--- src/rtl/bbx_pkg.sv ---
package bbx_pkg;
  typedef enum logic [2:0] {
    ST_IDLE,
    ST_OPC,
    ST_ZPA,
    ST_ZRD1,
    ST_ZRD2,
    ST_OFS,
    ST_TKN,
    ST_PGX
  } bbx_state_e;
endpackage

--- src/rtl/bbx_ctrl.sv ---
module bbx_ctrl
  import bbx_pkg::*;
#(
  parameter int MAX_BUS = 7
) (
  input  logic       clk_i,
  input  logic       rst_ni,
  input  logic       start_i,
  input  logic       taken_i,
  input  logic       cross_i,
  output bbx_state_e state_o,
  output logic       accept_o,
  output logic       finish_o,
  output logic       busy_o,
  output logic       done_o
);
  localparam int CNT_W = $clog2(MAX_BUS + 2);

  bbx_state_e state_q, state_d;
  logic       done_q;
  logic [CNT_W-1:0] bus_cnt_q;

  assign accept_o = start_i && (state_q == ST_IDLE);

  always_comb begin
    state_d  = state_q;
    finish_o = 1'b0;
    unique case (state_q)
      ST_IDLE: if (start_i) state_d = ST_OPC;
      ST_OPC:  state_d = ST_ZPA;
      ST_ZPA:  state_d = ST_ZRD1;
      ST_ZRD1: state_d = ST_ZRD2;
      ST_ZRD2: state_d = ST_OFS;
      ST_OFS: begin
        if (taken_i) state_d = ST_TKN;
        else begin
          state_d  = ST_IDLE;
          finish_o = 1'b1;
        end
      end
      ST_TKN: begin
        if (cross_i) state_d = ST_PGX;
        else begin
          state_d  = ST_IDLE;
          finish_o = 1'b1;
        end
      end
      ST_PGX: begin
        state_d  = ST_IDLE;
        finish_o = 1'b1;
      end
      default: state_d = ST_IDLE;
    endcase
  end

  always_ff @(posedge clk_i or negedge rst_ni) begin
    if (!rst_ni) begin
      state_q   <= ST_IDLE;
      done_q    <= 1'b0;
      bus_cnt_q <= '0;
    end else begin
      state_q <= state_d;
      done_q  <= finish_o;
      if (state_q == ST_IDLE) bus_cnt_q <= '0;
      else                    bus_cnt_q <= bus_cnt_q + 1'b1;
    end
  end

  assign state_o = state_q;
  assign busy_o  = (state_q != ST_IDLE);
  assign done_o  = done_q;

  AST_DONE_PULSE: assert property (@(posedge clk_i) disable iff (!rst_ni)
    done_o |=> !done_o);
  AST_BUS_BOUND: assert property (@(posedge clk_i) disable iff (!rst_ni)
    busy_o |-> (bus_cnt_q < CNT_W'(MAX_BUS)));
  AST_DONE_IDLE: assert property (@(posedge clk_i) disable iff (!rst_ni)
    done_o |-> !busy_o || $past(start_i));
endmodule

--- src/rtl/bbx_dpath.sv ---
module bbx_dpath
  import bbx_pkg::*;
#(
  parameter int             AW       = 16,
  parameter int             DW       = 8,
  parameter int             SEL_LSB  = 4,
  parameter logic [AW-DW-1:0] ZP_PAGE = '0
) (
  input  logic          clk_i,
  input  logic          rst_ni,
  input  bbx_state_e    state_i,
  input  logic          accept_i,
  input  logic          finish_i,
  input  logic [AW-1:0] pc_i,
  input  logic [DW-1:0] rdata_i,
  output logic          taken_o,
  output logic          cross_o,
  output logic [AW-1:0] pc_base_o,
  output logic [AW-1:0] zp_addr_o,
  output logic [AW-1:0] next_pc_o,
  output logic [AW-1:0] target_o,
  output logic          res_taken_o,
  output logic [AW-1:0] res_pc_o
);
  localparam int BIT_W  = $clog2(DW);
  localparam int PAGE_W = AW - DW;
  localparam logic [AW-1:0] INSN_LEN = AW'(3);

  logic [AW-1:0]    pc_q;
  logic [BIT_W-1:0] bitsel_q;
  logic             sense_q;
  logic [DW-1:0]    zp_q, val_q, off_q;
  logic             res_taken_q;
  logic [AW-1:0]    res_pc_q;

  always_ff @(posedge clk_i or negedge rst_ni) begin
    if (!rst_ni) begin
      pc_q        <= '0;
      bitsel_q    <= '0;
      sense_q     <= 1'b0;
      zp_q        <= '0;
      val_q       <= '0;
      off_q       <= '0;
      res_taken_q <= 1'b0;
      res_pc_q    <= '0;
    end else begin
      if (accept_i) pc_q <= pc_i;
      unique case (state_i)
        ST_OPC: begin
          bitsel_q <= rdata_i[SEL_LSB +: BIT_W];
          sense_q  <= rdata_i[DW-1];
        end
        ST_ZPA:  zp_q  <= rdata_i;
        ST_ZRD1: val_q <= rdata_i;
        ST_OFS:  off_q <= rdata_i;
        default: ;
      endcase
      if (finish_i) begin
        res_taken_q <= taken_o;
        res_pc_q    <= taken_o ? target_o : next_pc_o;
      end
    end
  end

  // decision depends only on bits latched before the offset fetch
  assign taken_o   = (val_q[bitsel_q] == sense_q);
  assign pc_base_o = pc_q;
  assign zp_addr_o = {ZP_PAGE, zp_q};
  assign next_pc_o = pc_q + INSN_LEN;
  assign target_o  = next_pc_o + {{PAGE_W{off_q[DW-1]}}, off_q};
  assign cross_o   = (target_o[AW-1:DW] != next_pc_o[AW-1:DW]);

  assign res_taken_o = res_taken_q;
  assign res_pc_o    = res_pc_q;

  AST_ZP_LATCH_HOLD: assert property (@(posedge clk_i) disable iff (!rst_ni)
    (state_i == ST_ZRD2) |=> (val_q == $past(val_q)));
endmodule

--- src/rtl/bbx_addr_mux.sv ---
module bbx_addr_mux
  import bbx_pkg::*;
#(
  parameter int AW = 16,
  parameter int DW = 8
) (
  input  logic          clk_i,
  input  logic          rst_ni,
  input  bbx_state_e    state_i,
  input  logic [AW-1:0] pc_base_i,
  input  logic [AW-1:0] zp_addr_i,
  input  logic [AW-1:0] next_pc_i,
  input  logic [AW-1:0] target_i,
  output logic [AW-1:0] addr_o,
  output logic          rd_o,
  output logic          sync_o
);
  always_comb begin
    addr_o = '0;
    unique case (state_i)
      ST_OPC:           addr_o = pc_base_i;
      ST_ZPA:           addr_o = pc_base_i + AW'(1);
      ST_ZRD1, ST_ZRD2: addr_o = zp_addr_i;
      ST_OFS:           addr_o = pc_base_i + AW'(2);
      ST_TKN:           addr_o = next_pc_i;
      // uncorrected address: old page, new low byte
      ST_PGX:           addr_o = {next_pc_i[AW-1:DW], target_i[DW-1:0]};
      default:          addr_o = '0;
    endcase
  end

  assign rd_o   = (state_i != ST_IDLE);
  assign sync_o = (state_i == ST_OPC);

  AST_SYNC_SINGLE: assert property (@(posedge clk_i) disable iff (!rst_ni)
    sync_o |=> !sync_o && rd_o);
  AST_ZP_TWICE: assert property (@(posedge clk_i) disable iff (!rst_ni)
    (state_i == ST_ZRD2) |-> (addr_o == $past(addr_o)));
  AST_OFS_FOLLOWS: assert property (@(posedge clk_i) disable iff (!rst_ni)
    (state_i == ST_OFS) |-> (addr_o == $past(addr_o, 3) + AW'(1)));
endmodule

--- src/rtl/bbx_seq.sv ---
module bbx_seq
  import bbx_pkg::*;
#(
  parameter int AW = 16,
  parameter int DW = 8
) (
  input  logic          clk_i,
  input  logic          rst_ni,
  input  logic          start_i,
  input  logic [AW-1:0] pc_i,
  input  logic [DW-1:0] rdata_i,
  output logic [AW-1:0] addr_o,
  output logic          rd_o,
  output logic          sync_o,
  output logic          busy_o,
  output logic          done_o,
  output logic          taken_o,
  output logic [AW-1:0] pc_o
);
  localparam int SEL_LSB = DW / 2;
  localparam int MAX_BUS = 7;

  bbx_state_e    state;
  logic          accept, finish, br_taken, br_cross;
  logic [AW-1:0] pc_base, zp_addr, next_pc, target;

  bbx_ctrl #(.MAX_BUS(MAX_BUS)) u_ctrl (
    .clk_i    (clk_i),
    .rst_ni   (rst_ni),
    .start_i  (start_i),
    .taken_i  (br_taken),
    .cross_i  (br_cross),
    .state_o  (state),
    .accept_o (accept),
    .finish_o (finish),
    .busy_o   (busy_o),
    .done_o   (done_o)
  );

  bbx_dpath #(.AW(AW), .DW(DW), .SEL_LSB(SEL_LSB), .ZP_PAGE('0)) u_dpath (
    .clk_i       (clk_i),
    .rst_ni      (rst_ni),
    .state_i     (state),
    .accept_i    (accept),
    .finish_i    (finish),
    .pc_i        (pc_i),
    .rdata_i     (rdata_i),
    .taken_o     (br_taken),
    .cross_o     (br_cross),
    .pc_base_o   (pc_base),
    .zp_addr_o   (zp_addr),
    .next_pc_o   (next_pc),
    .target_o    (target),
    .res_taken_o (taken_o),
    .res_pc_o    (pc_o)
  );

  bbx_addr_mux #(.AW(AW), .DW(DW)) u_mux (
    .clk_i     (clk_i),
    .rst_ni    (rst_ni),
    .state_i   (state),
    .pc_base_i (pc_base),
    .zp_addr_i (zp_addr),
    .next_pc_i (next_pc),
    .target_i  (target),
    .addr_o    (addr_o),
    .rd_o      (rd_o),
    .sync_o    (sync_o)
  );

  AST_START_FETCH: assert property (@(posedge clk_i) disable iff (!rst_ni)
    (start_i && !busy_o) |=> (sync_o && addr_o == $past(pc_i)));
  AST_DONE_NO_READ: assert property (@(posedge clk_i) disable iff (!rst_ni)
    done_o |-> (!rd_o || $past(start_i)));
endmodule

--- config.mk ---
export PLATFORM = sky130hd
export DESIGN_NAME = bbx_seq
export DESIGN_NICKNAME = d
export VERILOG_FILES = /design/src/rtl/bbx_pkg.sv /design/src/rtl/bbx_ctrl.sv /design/src/rtl/bbx_dpath.sv /design/src/rtl/bbx_addr_mux.sv /design/src/rtl/bbx_seq.sv
export SDC_FILE = /design/constraint.sdc
export NUM_CORES = 1
export LEC_CHECK = 0
export BUFFER_PORTS_ARGS = -buffer_cell sky130_fd_sc_hd__clkbuf_2
export CAP_MARGIN = 5
export CORE_ASPECT_RATIO = 0.8
export CORE_MARGIN = 2
export CORE_UTILIZATION = 40
export CTS_BUF_LIST = sky130_fd_sc_hd__clkbuf_8
export DETAILED_ROUTE_END_ITERATION = 12
export GPL_ROUTABILITY_DRIVEN = 0
export PLACE_DENSITY = 0.59
export SYNTH_ARGS = -nofsm -noshare
export SYNTH_HDL_FRONTEND = slang
export SYNTH_SLANG_ARGS = --single-unit
--- constraint.sdc ---
create_clock -name clk_i -period 4.4 [get_ports clk_i]
set_input_delay 0.44 -clock clk_i [delete_from_list [all_inputs] [get_ports clk_i]]
set_output_delay 0.44 -clock clk_i [all_outputs]
set_load 0.03 [all_outputs]
# After elaboration in Yosys (flattened, before gate mapping)
# Index checks and enable logic that the tools add are counted.
# classes
add_sub_neg	4
mul	0
div	0
n_lt_le_gt_ge	1
eq_ne	10
shift	0
n_mux	11
n_bitwise	0
n_reduce_logical	4
# ops
cell	n
case mux 16 bit (6 select lines)	1
adder 16 x 2 -> 16 bit (second input constant)	2
case mux 3 bit (8 select lines)	1
adder 16 x 1 -> 16 bit (second input constant)	1
adder 16 bit	1
two-way mux 16 bit	1
equality test 3 bit (second input constant)	4
two-way mux 3 bit	3
inequality test 8 bit	1
equality test 3 x 2 -> 1 bit (second input constant)	2
less-than comparator 3 x 4 -> 1 bit (second input constant)	1
binary-select mux 1 bit (select 3 bit)	1
equality test 3 x 1 -> 1 bit (second input constant)	1
logical NOT 3 bit	1
two-way mux 1 bit	3
case mux 1 bit (3 select lines)	1
nonzero test 3 bit	1
inequality test 2 bit (second input constant)	1
OR reduction 2 bit	1
equality test 1 bit	1
logical AND 1 bit	1
# totals
register_bits	65
latchBits	0
mem_bits_rw	0
romBits	0
inputBits	27
out_inout_bits	37
wordCells	40
mem_count	0

# Depth between registers and ports, before layout
# Gate-level depths: netlist of the first run.
# depth
ltp_word	5
depth_mapped	20

# Modules after synthesis
# Synthesis of the first run repeated with hierarchy kept, for this count alone.
# hier_totals
cells_unflattened	525
hier_area_um2	5017.3
# modules_own_cells
mod	instances	cells_each	area_per_inst_um2	seq_area_each_um2
bbx_dpath	1	350	3701.0	1526.5
bbx_addr_mux	1	154	1099.8	0.0
bbx_ctrl	1	21	216.5	100.1

# Worst setup path before layout of the first run
# Ideal clock, no wire load.
# synth_timing
path_kind	flip-flop to flip-flop
start	reg u_dpath.pc_q[0] (netlist: u_dpath.pc_base_o[0])
end	reg u_dpath.res_pc_q[10] (netlist: u_dpath.res_pc_o[10])
setup_ns	0.125
arrival_ns	4.228
t_required_ns	4.275
path_slack_ns	0.047
stages_incl_launch_ff	21
path_buffers	4
period_less_slack_ns	4.353
cell_sequence	dfrtp_1 buf_2 inv_1 ha_1 nand3b_1 nor2_1 xnor2_1 inv_1 ha_1 buf_2 and3_1 a31oi_1 nand2_1 or3_4 a21oi_1 o2111ai_2 nor4_4 o21a_1 buf_6 buf_12 mux2_4
# synth_between
elab_chain_cells	5
# synth_lines
element	line	text
from (decl)	bbx_dpath.sv:29	logic [AW-1:0] pc_q;
from (signal assigned)	bbx_dpath.sv:47	if (accept_i) pc_q <= pc_i;
adder 16 x 2 -> 16 bit (*)	bbx_dpath.sv:69	assign next_pc_o = pc_q + INSN_LEN;
adder 16 bit	bbx_dpath.sv:70	assign target_o = next_pc_o + {{PAGE_W{off_q[DW-1]}}, off_q};
inequality test 8 bit (*)	bbx_dpath.sv:71	assign cross_o = (target_o[AW-1:DW] != next_pc_o[AW-1:DW]);
two-way mux 1 bit (*)	bbx_ctrl.sv:42	if (cross_i) state_d = ST_PGX;
case mux 1 bit (3 select lines) (*)	bbx_ctrl.sv:28	unique case (state_q)
via finish	bbx_seq.sv:24	logic accept, finish, br_taken, br_cross;
to (signal assigned)	bbx_dpath.sv:60	res_pc_q <= taken_o ? target_o : next_pc_o;
to (decl)	bbx_dpath.sv:34	logic [AW-1:0] res_pc_q;
# The timed path passes the listed nets; every way through them passes the cells marked *.
# A chain may end at the register's enable or synchronous reset.

# Final worst setup path of the first run
# layout_timing
start	reg u_dpath.pc_q[1] (netlist: u_dpath.pc_base_o[1])
end	reg u_dpath.res_pc_q[3] (netlist: u_dpath.res_pc_o[3])
# layout_between
elab_chain_cells	5
# layout_lines
element	line
adder 16 x 2 -> 16 bit (*)	bbx_dpath.sv:69
adder 16 bit	bbx_dpath.sv:70
inequality test 8 bit	bbx_dpath.sv:71
two-way mux 1 bit	bbx_ctrl.sv:42
case mux 1 bit (3 select lines)	bbx_ctrl.sv:28
# Mark *: on every way between the ends. The rest lies on a longest branch, timed or not.

==> impl_metrics.env, run 1 <==
export IMPL_fin_nets=688
export IMPL_wl_per_cell_um=18.1
export IMPL_h_tree_depth=3
export IMPL_dr_pass1_iters=7
export IMPL_crit_fanout=8
export IMPL_rows=36
export IMPL_grt_antenna_before_repair=0
export IMPL_fmax_mhz=232
export IMPL_start_util=0.414
export IMPL_worstMarginPinSlew_ps=981
export IMPL_vias=4607
export IMPL_clk_pin_slew_ps=90
export IMPL_synthArstFlopShare=1.00
export IMPL_synth_common_cells="nand2_1, dfrtp_1, mux2_2"
export IMPL_dieArea_um2=13700
export IMPL_synth_top_cell_area_share=0.319
export IMPL_fin_crit_sh=0.978
export IMPL_yosysSeqAreaShare=0.319
export IMPL_critPathKind="reg2reg"
export IMPL_clkLatencyLatePin_ps=360
export IMPL_clock_sinks=65
export IMPL_gr_total_overflow=0
export IMPL_hpwl_um=10900
export IMPL_worst_ep_required_time_ps=4650
export IMPL_maxSlewViolCount=0
export IMPL_post_route_util=0.485
export IMPL_final_antenna_net_count=0
export IMPL_cts_tree="built"
export IMPL_yosysMostFrequentCell="nand2_1"
export IMPL_yosys_top_cells_area="dfrtp_1, mux2_2, nand2_1"
export IMPL_setup_violations=0
export IMPL_drive_gt1_frac=0.301
export IMPL_synth_fp_nets=615
export IMPL_core_um2=12300
export IMPL_portBuffers=63
export IMPL_cp_end_kind="register"
export IMPL_rsz0062_at_grt="true"
export IMPL_antenna_cells=0
export IMPL_cts_buffers=9
export IMPL_area_delta_synth_final_pct=17.0
export IMPL_period_needed_ps=4300
export IMPL_postSynthCellCount=567
export IMPL_yosys_warnings=0
export IMPL_die_y_um=105
export IMPL_synthFlopType="dfrtp_1"
export IMPL_fin_setup_tns_ps=0
export IMPL_finClkSkew_ps=13.7
export IMPL_grt_pass1_vias=4484
export IMPL_grt_max_degree=43
export IMPL_root_buffer="clkbuf_8"
export IMPL_crit_path_start_kind="register"
export IMPL_synth_distinct_cells=72
export IMPL_io_pins=64
export IMPL_yosys_area_top_type="dfrtp_1"
export IMPL_relSlewSlack=0.346
export IMPL_vias_per_cell=5.65
export IMPL_die_w_um=130
export IMPL_drtIter0Drc=367
export IMPL_maxCapViolations=0
export IMPL_ys_ff_latch=65
export IMPL_clock_path_buffers=2
export IMPL_synth_edff_count=0
export IMPL_drt_wl_total_um=14800
export IMPL_drc=0
export IMPL_outcome="completed"
export IMPL_grt_usage=0.223
export IMPL_grt_pass1_wl_um=23700
export IMPL_syn_area_per_cell_um2=8.99
export IMPL_hp_class="in2async"
export IMPL_hold_viol_final=0
export IMPL_nFillCells=1204
export IMPL_crit_arrival_ps=4550
export IMPL_netlist_area_um2=5100
[final cells by class]
class / instances / area [µm²] / share of cell area
well taps: 171 / 214 / 0.0359
repair buffers: 95 / 559 / 0.0938
clock inverters: 7 / 85.1 / 0.0143
inverters: 21 / 78.8 / 0.0132
clock buffers: 9 / 124 / 0.0208
flip-flops and latches: 65 / 1630 / 0.273
multi-input cells: 448 / 3280 / 0.549
[path summary, 6_finish.rpt]
| kind | start | end | slack, ps | cells after the start |
|---|---|---|---|---|
| max | u_dpath.pc_base_o[1]$_DFFE_PN0P_ | u_dpath.res_pc_o[3]$_DFFE_PN0P_ | 100 | 16 |
| min | rst_ni | u_dpath.res_pc_o[12]$_DFFE_PN0P_ | 240 | 1 |
| max reg2reg | u_dpath.pc_base_o[1]$_DFFE_PN0P_ | u_dpath.res_pc_o[3]$_DFFE_PN0P_ | 100 | 16 |
| min reg2reg | u_dpath.res_taken_o$_DFFE_PN0P_ | u_dpath.res_taken_o$_DFFE_PN0P_ | 510 | 1 |
| max in group asynchronous | rst_ni | u_ctrl.state_o[2]$_DFFE_PN0P_ | 3260 | 2 |
| min in group clk_i | pc_i[0] | u_dpath.pc_base_o[0]$_DFFE_PN0P_ | 290 | 3 |
[critical path, cell delays in order, from the launching register on]
cell and delay (ps):
dfrtp_2 410, inv_1 80, ha_1 240, nand3b_1 330
buf_4 250, or3_1 340, nand2_1 160, ha_2 340
and3_1 220, and3_1 190, nor3_2 250, xnor2_2 160
xnor2_1 160, nor4_4 290, o21a_2 240, buf_4 200
mux2_2 340
[cells in the final DEF, fill, tap and decap left out, types with 6 or more instances in the layout]
cell type / instances
xor2_1: 12
clkbuf_2: 62
xnor2_1: 23
nor2b_1: 6
o211ai_1: 7
o21ai_0: 39
nand2_1: 71
ha_1: 16
nand3_1: 12
inv_1: 21
dfrtp_1: 64
nor2_1: 36
mux2_2: 44
buf_4: 31
a21oi_1: 33
clkbuf_8: 9
nand2b_1: 8
and3_1: 7
nor3_1: 12
mux2i_1: 12
o22ai_1: 7
mux2_4: 6
[state kept, by name (all words and copies together), names as in the netlist]
| register | cells |
|---|---|
| u_dpath.off_q | 8 |
| u_dpath.zp_q | 8 |
| u_dpath.val_q | 8 |
| u_dpath.res_pc_o | 16 |
| u_dpath.sense_q | 1 |
| u_dpath.bitsel_q | 3 |
| u_dpath.pc_base_o | 16 |
| u_ctrl.done_o | 1 |
| u_dpath.res_taken_o | 1 |
| u_ctrl.state_o | 3 |
[kinds of logic after synthesis]
group	after synthesis	share of synthesized area
compound gates	138	0.175
xor+xnor	40	0.0756
fa+ha+maj	21	0.0530
buf+inv	54	0.0484
flops	65	0.319
mux	64	0.147
simple gates	185	0.182
[layer usage]
| metal | vias up | share of wire | global-route usage |
|---|---|---|---|
| met5 | - | 0 | 0 |
| met4 | 0 | 0.012 | 0.0492 |
| met3 | 20 | 0.067 | 0.0486 |
| met2 | 178 | 0.45 | 0.332 |
| met1 | 2226 | 0.48 | 0.328 |
| li1 | 2183 | - | - |
[timing repair]
action	CTS	global route
hold endpoints to repair	0	0
setup endpoints to repair	0	15
setup buffers	0	4
gates resized for setup	0	17
hold buffers	0	0
[through the flow]
step                      setup slack (ps)  instances  hold WS, ps  cell area [µm²]
after detailed placement               103        795          490             5670
after global placement                 200        795          483             5670
after CTS                             67.9        811          272             5880
after global routing                 -32.3        816          287             5960
after floorplan                       46.7        567          144             5100
final                                 98.6        816          237             5960
Power of run 1 is left out: the tool's default activity adds up to more than one toggle a clock period on the data nets, which glitch-free logic cannot reach.
==> run 2, diff against run 1 <==
--- a/config.mk
+++ b/config.mk
@@ -7,7 +7,7 @@
 export LEC_CHECK = 0
 export BUFFER_PORTS_ARGS = -buffer_cell sky130_fd_sc_hd__clkbuf_2
 export CAP_MARGIN = 5
-export CORE_ASPECT_RATIO = 0.8
+export CORE_ASPECT_RATIO = 1.2
 export CORE_MARGIN = 2
 export CORE_UTILIZATION = 40
 export CTS_BUF_LIST = sky130_fd_sc_hd__clkbuf_8
==> run 2 against run 1 <==
Fmax grew 4.6%. Non-clock buffer count unchanged. Register-to-register slack better by 190 ps. Die area about the same. Design area barely moved. First-iteration DRC count decreased by 20%. Hold slack worse by 120 ps. Sequential share of layout area is essentially flat. Setup slack better by 190 ps. Clock-buffer cell count rose by 1. Global-route usage is 0.34 points lower. Highest routed layer unchanged.
==> impl_metrics.env, run 2 (synthesized netlist as in run 1, its figures left out) <==
export IMPL_area_delta_synth_final_pct=17.1
export IMPL_grt_busiest_layer="met2"
export IMPL_fin_nets=688
export IMPL_critPathKind="reg2reg"
export IMPL_fin_setup_tns_ps=0
export IMPL_clock_sinks=65
export IMPL_start_util=0.406
export IMPL_gr_total_overflow=0
export IMPL_rows=45
export IMPL_relSlewSlack=0.540
export IMPL_crit_fanout=17
export IMPL_grt_antenna_before_repair=0
export IMPL_die_y_um=128
export IMPL_dr_pass1_iters=5
export IMPL_vias=4560
export IMPL_critPathMaxStageDelay_ps=400
export IMPL_core_um2=12600
export IMPL_path_cells="inv_1, ha_1, a21oi_4, or2_4, nor2_1, xnor2_1, inv_1, ha_2, and3_1, a31oi_2, nand2_1, or3_4, a21oi_1, o2111ai_2, nor4_4, o21a_1, buf_12, mux2_2"
export IMPL_drtIter0Drc=294
export IMPL_clk_pin_slew_ps=70
export IMPL_grt_max_degree=38
export IMPL_dieArea_um2=13700
export IMPL_crit_arrival_ps=4350
export IMPL_slowest_stage="or3_4"
export IMPL_drive_gt1_frac=0.297
export IMPL_final_antenna_net_count=0
export IMPL_finClkSkew_ps=10.4
export IMPL_wl_per_cell_um=17.9
export IMPL_grt_pass1_vias=4545
export IMPL_fmax_mhz=243
export IMPL_period_needed_ps=4110
export IMPL_drt_wl_total_um=14500
export IMPL_use_met2=0.378
export IMPL_clock_path_buffers=2
export IMPL_grt_usage=0.219
export IMPL_h_tree_depth=3
export IMPL_startpoint="u_dpath.pc_base_o[1]$_DFFE_PN0P_"
export IMPL_hold_viol_final=0
export IMPL_cts_buffers=9
export IMPL_reg2reg_from="u_dpath.pc_base_o[1]$_DFFE_PN0P_"
export IMPL_r2r_slack_ps=290
export IMPL_cp_end_kind="register"
export IMPL_crit_buf_inv=3
export IMPL_grt_pass1_wl_um=23300
export IMPL_clkLatencyLatePin_ps=350
export IMPL_grtUsageMet3=0.0327
export IMPL_root_buffer="clkbuf_8"
export IMPL_grtUsageMet1=0.273
export IMPL_final_common_cell="nand2_1"
export IMPL_cpLargestDelayFamily="simple AND/OR/NAND/NOR gates"
export IMPL_hpwl_um=11000
export IMPL_cts_tree="built"
export IMPL_fin_crit_sh=0.935
export IMPL_worst_ep_required_time_ps=4630
export IMPL_portBuffers=63
export IMPL_final_cell_mix="nand2_1, dfrtp_1, clkbuf_2"
export IMPL_antenna_cells=0
export IMPL_maxCapViolations=0
export IMPL_setup_violations=0
export IMPL_worstMarginPinSlew_ps=691
export IMPL_crit_path_start_kind="register"
export IMPL_io_pins=64
export IMPL_drc=0
export IMPL_rsz0062_at_grt="false"
export IMPL_cpMostUsedCell="inv_1"
export IMPL_hp_class="in2async"
export IMPL_ctsHoldBuffers=0
export IMPL_maxSlewViolCount=0
export IMPL_nFillCells=1220
export IMPL_vias_per_cell=5.64
export IMPL_outcome="completed"
export IMPL_die_w_um=107
-- run 2: through the flow --
stage / util / hold slack, ps / cell area [µm²] / std cells / setup slack (ps)
global route: 0.475 / 183 / 5970 / 808 / 13.6
global placement: 0.454 / 481 / 5700 / 792 / 296
CTS: 0.471 / 151 / 5910 / 807 / 189
detailed placement: 0.454 / 486 / 5700 / 792 / 201
floorplan: - / 144 / 5100 / 567 / 46.7
finish: 0.475 / 121 / 5970 / 808 / 286
-- run 2: layout make-up --
type / instances / area, µm² / area share
multi-input cells: 448 / 3280 / 0.549
flip-flops and latches: 65 / 1630 / 0.273
repair buffers: 95 / 568 / 0.0952
well taps: 164 / 205 / 0.0344
clock buffers: 10 / 138 / 0.0231
inverters: 21 / 78.8 / 0.0132
clock inverters: 5 / 72.6 / 0.0122
-- run 2: routing by layer --
layer,up-vias,wire length [µm]
met5,-,0
met3,35,663
met4,0,484
li1,2172,-
met2,161,7330
met1,2192,5980
-- run 2: final timing paths --
path                       cells after the start                           endpoint
setup / recovery                              18    u_dpath.res_pc_o[4]$_DFFE_PN0P_
hold / removal                                 1  u_dpath.pc_base_o[14]$_DFFE_PN0P_
setup reg to reg                              18    u_dpath.res_pc_o[4]$_DFFE_PN0P_
hold reg to reg                                1    u_dpath.res_taken_o$_DFFE_PN0P_
max in group asynchronous                      2       u_dpath.off_q[4]$_DFFE_PN0P_
min in group clk_i                             3  u_dpath.pc_base_o[12]$_DFFE_PN0P_
-- run 2: timing repair --
item                                    in CTS  in global routing
gates resized for setup                      0                 13
buffers inserted                             0                  1
endpoints found under the setup margin       0                 13
-- run 2: worst register-to-register path, stage by stage (launching register included) --
cell	delay [ps]
dfrtp_1	370
inv_1	100
ha_1	220
a21oi_4	70
or2_4	280
nor2_1	130
xnor2_1	160
inv_1	90
ha_2	320
and3_1	210
a31oi_2	200
nand2_1	110
or3_4	400
a21oi_1	180
o2111ai_2	190
nor4_4	270
o21a_1	200
buf_12	180
mux2_2	350
Power of run 2 is left out for the same reason.
==> run 3, diff against run 2 <==
--- a/config.mk
+++ b/config.mk
@@ -14,6 +14,7 @@
 export DETAILED_ROUTE_END_ITERATION = 12
 export GPL_ROUTABILITY_DRIVEN = 0
 export PLACE_DENSITY = 0.59
+export RECOVER_POWER = 25
 export SYNTH_ARGS = -nofsm -noshare
 export SYNTH_HDL_FRONTEND = slang
 export SYNTH_SLANG_ARGS = --single-unit
==> run 3 against run 2 <==
The flow now finishes with violations (max-capacitance violations, max-slew violations). Sequential cell count unchanged. Routed wire length increased by 0.16%. Design area about the same. Utilization about the same. Non-clock buffer count unchanged. Clock-buffer cell count unchanged. Clock skew about the same. Critical path depth unchanged. Hold slack improved by 180 ps. Setup slack about the same. Via count increased by 0.33%.
==> impl_metrics.env, run 3 (synthesized netlist as in run 1, its figures left out) <==
export IMPL_clock_sinks=65
export IMPL_period_needed_ps=4110
export IMPL_cts_buffers=9
export IMPL_crit_buf_inv=3
export IMPL_maxCapViolations=2
export IMPL_final_common_cell="nand2_1"
export IMPL_rows=45
export IMPL_die_y_um=128
export IMPL_crit_path_start_kind="register"
export IMPL_cp_end_kind="register"
export IMPL_setup_violations=0
export IMPL_finClkSkew_ps=10.3
export IMPL_fin_setup_tns_ps=0
export IMPL_antenna_cells=0
export IMPL_ctsHoldBuffers=0
export IMPL_io_pins=64
export IMPL_fin_nets=688
export IMPL_drtIter0Drc=295
export IMPL_grt_max_degree=38
export IMPL_clkLatencyLatePin_ps=350
export IMPL_violations="max-capacitance violations, max-slew violations"
export IMPL_maxSlewViolCount=68
export IMPL_slowest_stage="or3_4"
export IMPL_drc=0
export IMPL_hold_viol_final=0
export IMPL_fin_crit_sh=0.935
export IMPL_worstMarginPinSlew_ps=1970
export IMPL_die_w_um=107
export IMPL_rsz0062_at_grt="false"
export IMPL_drt_wl_total_um=14500
export IMPL_nFillCells=1222
export IMPL_cts_tree="built"
export IMPL_grt_antenna_before_repair=0
export IMPL_dr_pass1_iters=5
export IMPL_area_delta_synth_final_pct=17.0
export IMPL_hp_class="in2reg"
export IMPL_gr_total_overflow=0
export IMPL_portBuffers=63
export IMPL_wl_per_cell_um=17.9
export IMPL_h_tree_depth=3
export IMPL_dieArea_um2=13700
export IMPL_vias_per_cell=5.66
export IMPL_core_um2=12600
export IMPL_final_cell_mix="nand2_1, dfrtp_1, clkbuf_2"
export IMPL_hpwl_um=11000
export IMPL_drive_gt1_frac=0.293
export IMPL_fmax_mhz=243
export IMPL_clock_path_buffers=2
export IMPL_clk_pin_slew_ps=70
export IMPL_r2r_slack_ps=290
export IMPL_cpMostUsedCell="inv_1"
export IMPL_final_antenna_net_count=0
export IMPL_critPathMaxStageDelay_ps=400
export IMPL_crit_arrival_ps=4350
export IMPL_relSlewSlack=-0.314
export IMPL_vias=4575
export IMPL_cpLargestDelayFamily="simple AND/OR/NAND/NOR gates"
export IMPL_outcome="complete, but fails checks"
export IMPL_root_buffer="clkbuf_8"
export IMPL_grt_pass1_wl_um=23300
export IMPL_grt_usage=0.219
export IMPL_start_util=0.406
export IMPL_worst_ep_required_time_ps=4630
export IMPL_critPathKind="reg2reg"
export IMPL_crit_fanout=17
export IMPL_path_cells="inv_1, ha_1, a21oi_4, or2_4, nor2_1, xnor2_1, inv_1, ha_2, and3_1, a31oi_2, nand2_1, or3_4, a21oi_1, o2111ai_2, nor4_4, o21a_1, buf_12, mux2_2"
export IMPL_grt_pass1_vias=4545
-- run 3: changes by cell type in the layout (fill, tap and decap cells not counted) --
cell | before | now
clkbuf_1 | 0 | 2
buf_2 | 1 | 0
buf_4 | 31 | 30
-- run 3: final cells by class --
class | instances | area [µm²] | share of cell area
clock inverters | 5 | 72.6 | 0.0122
inverters | 21 | 78.8 | 0.0132
flip-flops and latches | 65 | 1630 | 0.273
well taps | 164 | 205 | 0.0344
clock buffers | 10 | 138 | 0.0231
multi-input cells | 448 | 3280 | 0.550
repair buffers | 95 | 563 | 0.0945
-- run 3: through the flow --
| step | area [µm²] | std cells | hold WS, ps | worst slack, ps | utilization |
|---|---|---|---|---|---|
| finish | 5960 | 808 | 303 | 285 | 0.475 |
| global route | 5960 | 808 | 313 | 13.6 | 0.475 |
| CTS | 5910 | 807 | 151 | 189 | 0.471 |
| detailed placement | 5700 | 792 | 486 | 201 | 0.454 |
| global placement | 5700 | 792 | 481 | 296 | 0.454 |
| floorplan | 5100 | 567 | 144 | 46.7 | - |
-- run 3: worst paths after layout --
path                                                   from                                end  cells after the start
max                        u_dpath.pc_base_o[1]$_DFFE_PN0P_    u_dpath.res_pc_o[4]$_DFFE_PN0P_                     18
min                                                pc_i[12]  u_dpath.pc_base_o[12]$_DFFE_PN0P_                      3
max reg2reg                u_dpath.pc_base_o[1]$_DFFE_PN0P_    u_dpath.res_pc_o[4]$_DFFE_PN0P_                     18
min reg2reg                 u_dpath.res_taken_o$_DFFE_PN0P_    u_dpath.res_taken_o$_DFFE_PN0P_                      1
max in group asynchronous                            rst_ni       u_dpath.off_q[4]$_DFFE_PN0P_                      2
min in group asynchronous                            rst_ni  u_dpath.pc_base_o[14]$_DFFE_PN0P_                      1
-- run 3: what timing repair did --
| action | in CTS | in global routing |
|---|---|---|
| buffers inserted | 0 | 1 |
| endpoints found under the setup margin | 0 | 13 |
| resized for setup | 0 | 13 |
-- run 3: worst min-delay path, delay by kind of cell --
family,cells,cell delay [ps]
compound gates,1,50
simple gates,1,40
buf+inv,1,80
-- run 3: metal layers --
metal,wire length (µm),vias up,global-route usage
met4,454,0,0.0886
met3,659,34,0.0327
met2,7360,169,0.378
li1,-,2172,-
met5,0,-,0
met1,6020,2200,0.273
Power of run 3 is left out for the same reason.
